[config.mk]
export PLATFORM = sky130hd
export DESIGN_NAME = isa_cycle_seq
export DESIGN_NICKNAME = d
export VERILOG_FILES = /design/src/rtl/isa_seq_pkg.sv /design/src/rtl/isa_wait_ctr.sv /design/src/rtl/isa_lane_mux.sv /design/src/rtl/isa_cycle_seq.sv
export SDC_FILE = /design/constraint.sdc
export NUM_CORES = 1
export LEC_CHECK = 0
export BUFFER_PORTS_ARGS = -buffer_cell sky130_fd_sc_hd__buf_4
export CAP_MARGIN = 20
export CORE_MARGIN = 3
export CORE_UTILIZATION = 45
export DETAILED_ROUTE_END_ITERATION = 8
export GPL_TIMING_DRIVEN = 0
export PLACE_DENSITY = 0.73
export REMOVE_ABC_BUFFERS = 1
export SLEW_MARGIN = 15
export SYNTH_ARGS = -nofsm -noshare
export SYNTH_HDL_FRONTEND = slang
export SYNTH_SLANG_ARGS = --single-unit
[constraint.sdc]
create_clock -name clk -period 2.7 [get_ports clk]
set_clock_uncertainty 0.1 [all_clocks]
set_input_delay 0.135 -clock clk [delete_from_list [all_inputs] [get_ports clk]]
set_output_delay 0.135 -clock clk [all_outputs]
set_load 0.01 [all_outputs]
[src/rtl/isa_seq_pkg.sv]
package isa_seq_pkg;
  localparam int DATA_W = 16;
  localparam int BYTE_W = 8;

  typedef enum logic [2:0] {
    S_IDLE,
    S_ADDR,
    S_DLY,
    S_CMD,
    S_RECOV
  } seq_state_t;

  typedef struct packed {
    logic       word;
    logic       write;
    logic       mem;
    logic       force16;
    logic       dly;
    logic [2:0] waits;
    logic [1:0] xrdy;
  } req_ctl_t;
endpackage

[src/rtl/isa_wait_ctr.sv]
module isa_wait_ctr #(
  parameter int WAIT_W = 3,
  parameter int XRDY_W = 2
) (
  input  logic              clk,
  input  logic              rst,
  input  logic              active,
  input  logic [WAIT_W-1:0] waits,
  input  logic [XRDY_W-1:0] xrdy,
  input  logic              rdy,
  output logic              end_now
);
  localparam int CW = ((WAIT_W > XRDY_W) ? WAIT_W : XRDY_W) + 1;

  logic [CW-1:0] cnt;
  logic [CW-1:0] lim;
  logic          waits_over;

  assign lim        = CW'(waits) + CW'(xrdy);
  assign waits_over = (cnt >= CW'(waits));
  assign end_now    = active && waits_over && (rdy || (cnt >= lim));

  always_ff @(posedge clk) begin
    if (rst || !active) begin
      cnt <= '0;
    end else if (!end_now) begin
      cnt <= cnt + 1'b1;
    end
  end

  // the command clock count never passes waits plus the ready allowance
  assert_wait_bound_R5: assert property (@(posedge clk) disable iff (rst)
    active |-> (cnt <= lim));
endmodule

[src/rtl/isa_lane_mux.sv]
module isa_lane_mux #(
  parameter int ADDR_W = 24
) (
  input  logic [ADDR_W-1:0] base,
  input  logic              word,
  input  logic              half,
  input  logic [15:0]       wdata,
  output logic [ADDR_W-1:0] addr_o,
  output logic              bhe_n_o,
  output logic [15:0]       wdata_o
);
  always_comb begin
    if (word) begin
      addr_o  = {base[ADDR_W-1:1], half};
      bhe_n_o = 1'b0;
      wdata_o = half ? {wdata[15:8], wdata[15:8]} : wdata;
    end else begin
      addr_o  = base;
      bhe_n_o = ~base[0];
      wdata_o = {wdata[7:0], wdata[7:0]};
    end
  end
endmodule

[src/rtl/isa_cycle_seq.sv]
module isa_cycle_seq
  import isa_seq_pkg::*;
#(
  parameter int ADDR_W = 24
) (
  input  logic              clk,
  input  logic              rst,
  input  logic              req_valid,
  output logic              req_ready,
  input  logic [ADDR_W-1:0] req_addr,
  input  logic              req_word,
  input  logic              req_write,
  input  logic              req_mem,
  input  logic              req_force16,
  input  logic              req_dly,
  input  logic [2:0]        req_waits,
  input  logic [1:0]        req_xrdy,
  input  logic [15:0]       req_wdata,
  output logic              done,
  output logic [15:0]       rdata,
  output logic [ADDR_W-1:0] bus_addr,
  output logic              ale_n,
  output logic              bhe_n,
  output logic              memr_n,
  output logic              memw_n,
  output logic              ior_n,
  output logic              iow_n,
  output logic [15:0]       sd_out,
  output logic              sd_oe,
  input  logic [15:0]       sd_in,
  input  logic              cs16_n,
  input  logic              rdy
);
  seq_state_t        st, st_n;
  logic              half, half_n;
  logic              split, split_n;
  logic [ADDR_W-1:0] base, base_n;
  req_ctl_t          ctl, ctl_n;
  logic [15:0]       wd, wd_n;
  logic              end_now;
  logic              final_n;
  logic              cmd_on;
  logic [ADDR_W-1:0] mux_addr;
  logic              mux_bhe_n;
  logic [15:0]       mux_wdata;

  isa_wait_ctr #(.WAIT_W(3), .XRDY_W(2)) u_wait (
    .clk     (clk),
    .rst     (rst),
    .active  (st == S_CMD),
    .waits   (ctl.waits),
    .xrdy    (ctl.xrdy),
    .rdy     (rdy),
    .end_now (end_now)
  );

  always_comb begin
    st_n    = st;
    half_n  = half;
    split_n = split;
    base_n  = base;
    ctl_n   = ctl;
    wd_n    = wd;
    case (st)
      S_IDLE: if (req_valid) begin
        st_n    = S_ADDR;
        half_n  = 1'b0;
        split_n = 1'b0;
        base_n  = req_addr;
        wd_n    = req_wdata;
        ctl_n   = '{word: req_word, write: req_write, mem: req_mem,
                    force16: req_force16, dly: req_dly,
                    waits: req_waits, xrdy: req_xrdy};
      end
      S_ADDR: begin
        st_n = ctl.dly ? S_DLY : S_CMD;
        if (!half && ctl.word) split_n = cs16_n && !ctl.force16;
      end
      S_DLY:  st_n = S_CMD;
      S_CMD:  if (end_now) st_n = S_RECOV;
      S_RECOV: begin
        if (split && !half) begin
          st_n   = S_ADDR;
          half_n = 1'b1;
        end else begin
          st_n = S_IDLE;
        end
      end
      default: st_n = S_IDLE;
    endcase
  end

  assign final_n = !(split_n && !half_n);
  assign cmd_on  = (st_n == S_CMD);

  isa_lane_mux #(.ADDR_W(ADDR_W)) u_lane (
    .base    (base_n),
    .word    (ctl_n.word),
    .half    (half_n),
    .wdata   (wd_n),
    .addr_o  (mux_addr),
    .bhe_n_o (mux_bhe_n),
    .wdata_o (mux_wdata)
  );

  always_ff @(posedge clk) begin
    if (rst) begin
      st        <= S_IDLE;
      half      <= 1'b0;
      split     <= 1'b0;
      base      <= '0;
      ctl       <= '0;
      wd        <= '0;
      req_ready <= 1'b1;
      done      <= 1'b0;
      rdata     <= '0;
      bus_addr  <= '0;
      ale_n     <= 1'b1;
      bhe_n     <= 1'b1;
      memr_n    <= 1'b1;
      memw_n    <= 1'b1;
      ior_n     <= 1'b1;
      iow_n     <= 1'b1;
      sd_out    <= '0;
      sd_oe     <= 1'b0;
    end else begin
      st        <= st_n;
      half      <= half_n;
      split     <= split_n;
      base      <= base_n;
      ctl       <= ctl_n;
      wd        <= wd_n;
      req_ready <= (st_n == S_IDLE);
      done      <= (st_n == S_RECOV) && final_n;
      ale_n     <= !(st_n == S_ADDR);
      memr_n    <= !(cmd_on &&  ctl_n.mem && !ctl_n.write);
      memw_n    <= !(cmd_on &&  ctl_n.mem &&  ctl_n.write);
      ior_n     <= !(cmd_on && !ctl_n.mem && !ctl_n.write);
      iow_n     <= !(cmd_on && !ctl_n.mem &&  ctl_n.write);
      if (st_n != S_IDLE) begin
        bus_addr <= mux_addr;
        bhe_n    <= mux_bhe_n;
        sd_out   <= mux_wdata;
      end else begin
        bhe_n    <= 1'b1;
      end
      sd_oe <= (st_n != S_IDLE) && ctl_n.write;
      if (st == S_CMD && end_now && !ctl.write) begin
        if (!ctl.word)
          rdata <= {8'h00, base[0] ? sd_in[15:8] : sd_in[7:0]};
        else if (!split)
          rdata <= sd_in;
        else if (!half)
          rdata[7:0] <= sd_in[7:0];
        else
          rdata[15:8] <= sd_in[7:0];
      end
    end
  end

  // never more than one command strobe low
  assert_one_cmd_R3: assert property (@(posedge clk) disable iff (rst)
    $onehot0({~memr_n, ~memw_n, ~ior_n, ~iow_n}));

  // strobe lasts a single clock
  assert_ale_single_R2: assert property (@(posedge clk) disable iff (rst)
    !ale_n |=> ale_n);

  // no command overlaps the address strobe
  assert_ale_no_cmd_R2: assert property (@(posedge clk) disable iff (rst)
    !ale_n |-> (memr_n && memw_n && ior_n && iow_n));

  // illegal byte-enable pair never shown
  assert_bhe_legal_R8: assert property (@(posedge clk) disable iff (rst)
    !ale_n |-> !(bhe_n && bus_addr[0]));

  // word requests arrive at even addresses
  assert_word_even_R8: assert property (@(posedge clk) disable iff (rst)
    (req_valid && req_ready && req_word) |-> !req_addr[0]);

  // data drivers never fight a read command
  assert_oe_read_R7: assert property (@(posedge clk) disable iff (rst)
    sd_oe |-> (memr_n && ior_n));

  // completion is a single-clock pulse
  assert_done_pulse_R11: assert property (@(posedge clk) disable iff (rst)
    done |=> !done);
endmodule

# Word-level counts from Yosys, hierarchy flattened
# Cells that the tools add are included.
[op_classes]
n_shift = 0
add_sub_neg = 2
mux = 26
reduce_logical = 38
div_mod_pow = 0
order_cmp = 2
bitwise = 2
n_mul = 0
n_eq_ne = 9
[op_table]
columns = ["operator", "count"]
rows = [
  ["$mux W16", 5],
  ["$mux W24", 2],
  ["$mux W8", 4],
  ["$mux W10", 2],
  ["$logic_and A1 B1 Y1", 16],
  ["$pmux W3 S5", 1],
  ["$logic_not A1 Y1", 13],
  ["$eq A3 B2 Y1 const B", 3],
  ["$mux W1", 8],
  ["$eq A3 B1 Y1 const B", 2],
  ["$eq A3 B3 Y1 const B", 2],
  ["$logic_not A3 Y1", 2],
  ["$mux W3", 2],
  ["$ne A3 B3 Y1 const B", 2],
  ["$reduce_and A2 Y1", 3],
  ["$add A3 B2 Y4", 1],
  ["$add A4 B1 Y4 const B", 1],
  ["$ge A4 B3 Y1", 1],
  ["$ge A4 B4 Y1", 1],
  ["$pmux W1 S2", 2],
  ["$reduce_bool A3 Y1", 1],
  ["$logic_or A1 B1 Y1", 2],
  ["$not A1 Y1", 2],
  ["$reduce_or A2 Y1", 1],
]
[totals]
rom_bits = 0
latchBits = 0
mem_bits_rw = 0
out_inout_bits = 65
elab_cells = 105
input_bits = 71
mem_count = 0
reg_bits = 124

# Depth between registers and ports, before layout
[logic_depth]
word_depth = 10
mapped_depth = 9
ltp_nobuf = 9

# Hierarchy
# From an unflattened synthesis, not the netlist that was laid out.
[unflattened]
hier_cells = 546
area_unflattened_um2 = 5537.8
[modules_own_cells]
columns = ["mod", "n_inst", "area_each_um2", "cells_per_inst", "seq_area_each_um2"]
rows = [
  ["isa_cycle_seq", 1, 4708.3, 451, 2402.3],
  ["isa_wait_ctr", 1, 450.4, 51, 80.1],
  ["isa_lane_mux", 1, 379.1, 44, 0.0],
]

# Worst setup path before layout
# No wires, ideal clock.
[synth_path]
path_kind = "reg2reg"
start = "register ctl[0] (netlist name)"
end = "register rdata[10]"
path_slack_ns = 0.062
path_buffers = 0
setup_time_ns = 0.145
required_time_ns = 2.455
synth_period_minus_slack_ns = 2.638
path_stages_with_launch = 10
t_arrival_ns = 2.393
path_cell_list = "dfxtp_1 > ha_1 > fa_1 > inv_1 > ha_1 > o211ai_1 > o21ai_1 > nand3_1 > a211oi_2 > o32ai_1"
[synth_via]
elab_chain_cells = 7
[synth_rtl]
columns = ["item", "line", "source"]
rows = [
  ["start: declaration", "isa_cycle_seq.sv:38", "req_ctl_t ctl, ctl_n;"],
  ["start signal: assignment", "isa_cycle_seq.sv:131", "ctl <= ctl_n;"],
  ["$add A3 B2 Y4", "isa_wait_ctr.sv:19", "assign lim = CW'(waits) + CW'(xrdy);"],
  ["$ge A4 B4 Y1", "isa_wait_ctr.sv:21", "assign end_now = active && waits_over && (rdy || (cnt >= lim));"],
  ["$logic_or A1 B1 Y1", "isa_wait_ctr.sv:21", ""],
  ["$logic_and A1 B1 Y1", "isa_wait_ctr.sv:21", ""],
  ["$logic_and A1 B1 Y1 (2 in series)", "isa_cycle_seq.sv:148", "if (st == S_CMD && end_now && !ctl.write) begin"],
  ["$reduce_and A2 Y1 (no line)", "--", ""],
  ["end signal: assignment", "isa_cycle_seq.sv:150", "rdata <= {8'h00, base[0] ? sd_in[15:8] : sd_in[7:0]};"],
  ["end signal: assignment", "isa_cycle_seq.sv:152", "rdata <= sd_in;"],
  ["end signal: assignment", "isa_cycle_seq.sv:156", "rdata[15:8] <= sd_in[7:0];"],
  ["end: declaration", "isa_cycle_seq.sv:20", "output logic [15:0] rdata,"],
]
# Every way passes these cells.
# A chain may end at the register's enable or synchronous reset.

# Worst setup path in the final report
[layout_path]
start = "register ctl[2] (netlist name)"
end = "register rdata[8]"
[layout_via]
elab_chain_cells = 7
word_cells_on_any_way = 9
cone_classes = "add/sub: 1; order compare: 2; reduce/logical: 6"
[layout_rtl]
columns = ["item", "line"]
rows = [
  ["$add A3 B2 Y4", "isa_wait_ctr.sv:19"],
  ["$ge A4 B4 Y1", "isa_wait_ctr.sv:21"],
  ["$logic_or A1 B1 Y1", "isa_wait_ctr.sv:21"],
  ["$logic_and A1 B1 Y1 *", "isa_wait_ctr.sv:21"],
  ["$logic_and A1 B1 Y1 * (2 in series)", "isa_cycle_seq.sv:148"],
  ["$reduce_and A2 Y1 (no line) *", "--"],
]
# Every way passes the cells marked *; elsewhere a longest branch is shown, timed or not.

==> run metrics <==
top cell type by total area after synthesis=dfxtp_1; drt pass-1 iters=8; clk root buf=clkbuf_16; most frequent cell after synthesis=dfxtp_1; synthesized area=roughly 0.0051 mm^2; Final Hold Fails=0; leakage=3.34 nW; RSZ-0062 raised after global routing=true; dpl hpwl=between 8 and 9 mm; setup TNS=0 ns; Global Route met3 Usage=0.0593; R2R cell count=10; vias per inst=between 5 and 6; synth top area cells=dfxtp_1, nand2_1, mux2i_1, a21oi_1, a22o_1; hold path startpoint=sd_in[3]; FF-to-FF setup slack=between 0.009 and 0.01 ns; GR Util met1=0.284; #FFs+latches synth=between 100 and 150; f_max=372 MHz; Via Count=4,935; Routed Antenna Nets=0; largest net degree at the start of global routing=88; fin. max-slew vios=0; TritonCTS clock tree=built; relative slew slack=0.365; crit path time final=2.69 ns; Num Clock Sinks=between 100 and 150; Initial Util=0.464; DR WL/cell=approximately 17 um; Layout area overhead=53.4%; Startpoint Class=register; status=completed; IO Port Bufs=135; first-pass GRT wire length=23.7 mm; H-tree depth=4; CP Capture Type=register; routability cong.=0.844; PnR worst setup slack=0.00979 ns; GRT Max-Usage Layer=met2; initial DRC count=357; post-synthesis sequential area ratio=0.490; final wirelength=14.9 mm; Max-Cap Viols=0; hold path endpoint=rdata[11]$_SDFFE_PP0P_; Power Dens Cells=726 mW/mm^2; diodes inserted=0; worst endpoint required time=2.92 ns; Final nets=832; peak supply drop=0.425 mV; routing usage on met2=0.395; vias in the first global route=4,866; R2R Path Start=ctl[2]$_SDFFE_PP0P_; synth cell count leaders=dfxtp_1, nand2_1, a21oi_1; worst slew pin tran=0.944 ns; Syn Area/Cell=approximately 9.3 um^2; FF-to-FF End=rdata[8]$_SDFFE_PP0P_; Arr. time, crit path=2.91 ns; Clock transition at path regs=0.06 ns; final hold slack=0.0201 ns; Core Footprint=0.0109 mm^2; grt total ovfl=0; clk_lat worst skew=0.41 ns; Main synth FF type=dfxtp_1; yosys warns=0; # setup viols final=0; die height=about 110 um; Yosys cell types=52; Power, Total=5.64 mW; Row Count=38; share of cells above drive strength 1=0.298; EDFF count, synth=0; global-route usage over all layers=0.233; worst hold path cell count=3; die footprint=0.0126 mm^2; WS Path Type=register to register; top cell type's share of synthesized area=0.490; Final Cycle Share=0.996; initial antenna violation count=0; drt drc=0; Ports=136; asr flop ratio synth=0; CTS Buffer Depth=2; post-synthesis cell count=544; Hold/Removal Path Class=input pin to register; CTS buffer count=17; crit path max fanout=7; Chip Width=about 110 um; post-place setup slack=-0.683 ns
critical path, stage by stage (launching register included):
cell	delay, ns
dfxtp_4	0.36
ha_4	0.16
fa_2	0.53
inv_2	0.04
ha_4	0.25
o211ai_1	0.12
o21ai_2	0.33
buf_4	0.17
nand4_1	0.10
buf_6	0.18
o32ai_1	0.25
flip-flops by register name (all words and copies together), names as in the netlist, 3 cells and up:
register,count
base,24
bus_addr,24
rdata,16
sd_out,16
wd,16
ctl,10
u_wait.cnt,4
st,3
placed cells by master, fill, tap and decap left out, types with 5 or more instances in the layout:
master and instances:
o32ai_2 5, a22o_1 23, nor3_1 6, o21ai_1 10, dfxtp_1 121, buf_6 7
nand2_1 119, a21oi_1 50, nand2b_1 9, clkbuf_16 17, a32oi_1 8, dlygate4sd3_1 65
buf_4 147, ha_1 9, a32o_1 8, mux2_2 9, nor2_1 19, mux2i_1 42
logic make-up after synthesis:
family,after synthesis,synth area share
DFF,124,0.490
buffers and inverters,44,0.0360
muxes,51,0.103
AOI/OAI and AO/OA,127,0.174
adders and majority gates,12,0.0311
xor gates and xnor gates,4,0.00691
and+or+nand+nor,182,0.159
power breakdown:
group / internal [mW] / switching, mW
logic: 0.524 / 0.548
registers: 2.00 / 0.117
clock network: 1.65 / 0.808
total: 4.17 / 1.47
area by class of cell:
cell class              instances  area [um^2]
multi-input cells             377         2550
flip-flops and latches        124         2490
clock inverters                 9          159
repair buffers                223         1890
inverters                       6         22.5
well taps                     140          175
clock buffers                  23          488
fillers                       779         3160
how the worst max path moves through the flow:
stage / from / endpoint / slack, ns
after floorplan: st[2]$_SDFF_PP0_ / iow_n$_SDFF_PP1_ / -1.63
after global placement: st[2]$_SDFF_PP0_ / iow_n$_SDFF_PP1_ / -3.96
after detailed placement: split$_SDFF_PP0_ / sd_out[3]$_SDFFE_PP0N_ / -0.68
after CTS: split$_SDFF_PP0_ / sd_out[3]$_SDFFE_PP0N_ / 0.001
after global routing: ctl[2]$_SDFFE_PP0P_ / rdata[9]$_SDFFE_PP0P_ / -0.06
final: ctl[2]$_SDFFE_PP0P_ / rdata[8]$_SDFFE_PP0P_ / 0.01
stage by stage:
stage,instance area [um^2],util,cells
6_report,7770,0.711,902
5_1_grt,7770,0.711,902
4_1_cts,7600,0.695,892
3_5_place_dp,6240,0.570,792
3_3_place_gp,6100,0.558,781
2_1_floorplan,4910,-,506
metal layers:
metal,vias up,part of all wire
li1,2336,-
met1,2374,0.43
met2,198,0.50
met3,27,0.061
met4,0,0.018
met5,-,0
timing repair:
item	CTS	global route
pin swaps	2	10
hold buffers	65	0
setup buffers	2	10
cloned	1	0
resized for setup	8	22
endpoints found under the setup margin	37	36
hold endpoints to repair	75	0
No activity file was read; power rests on OpenSTA's default activity.
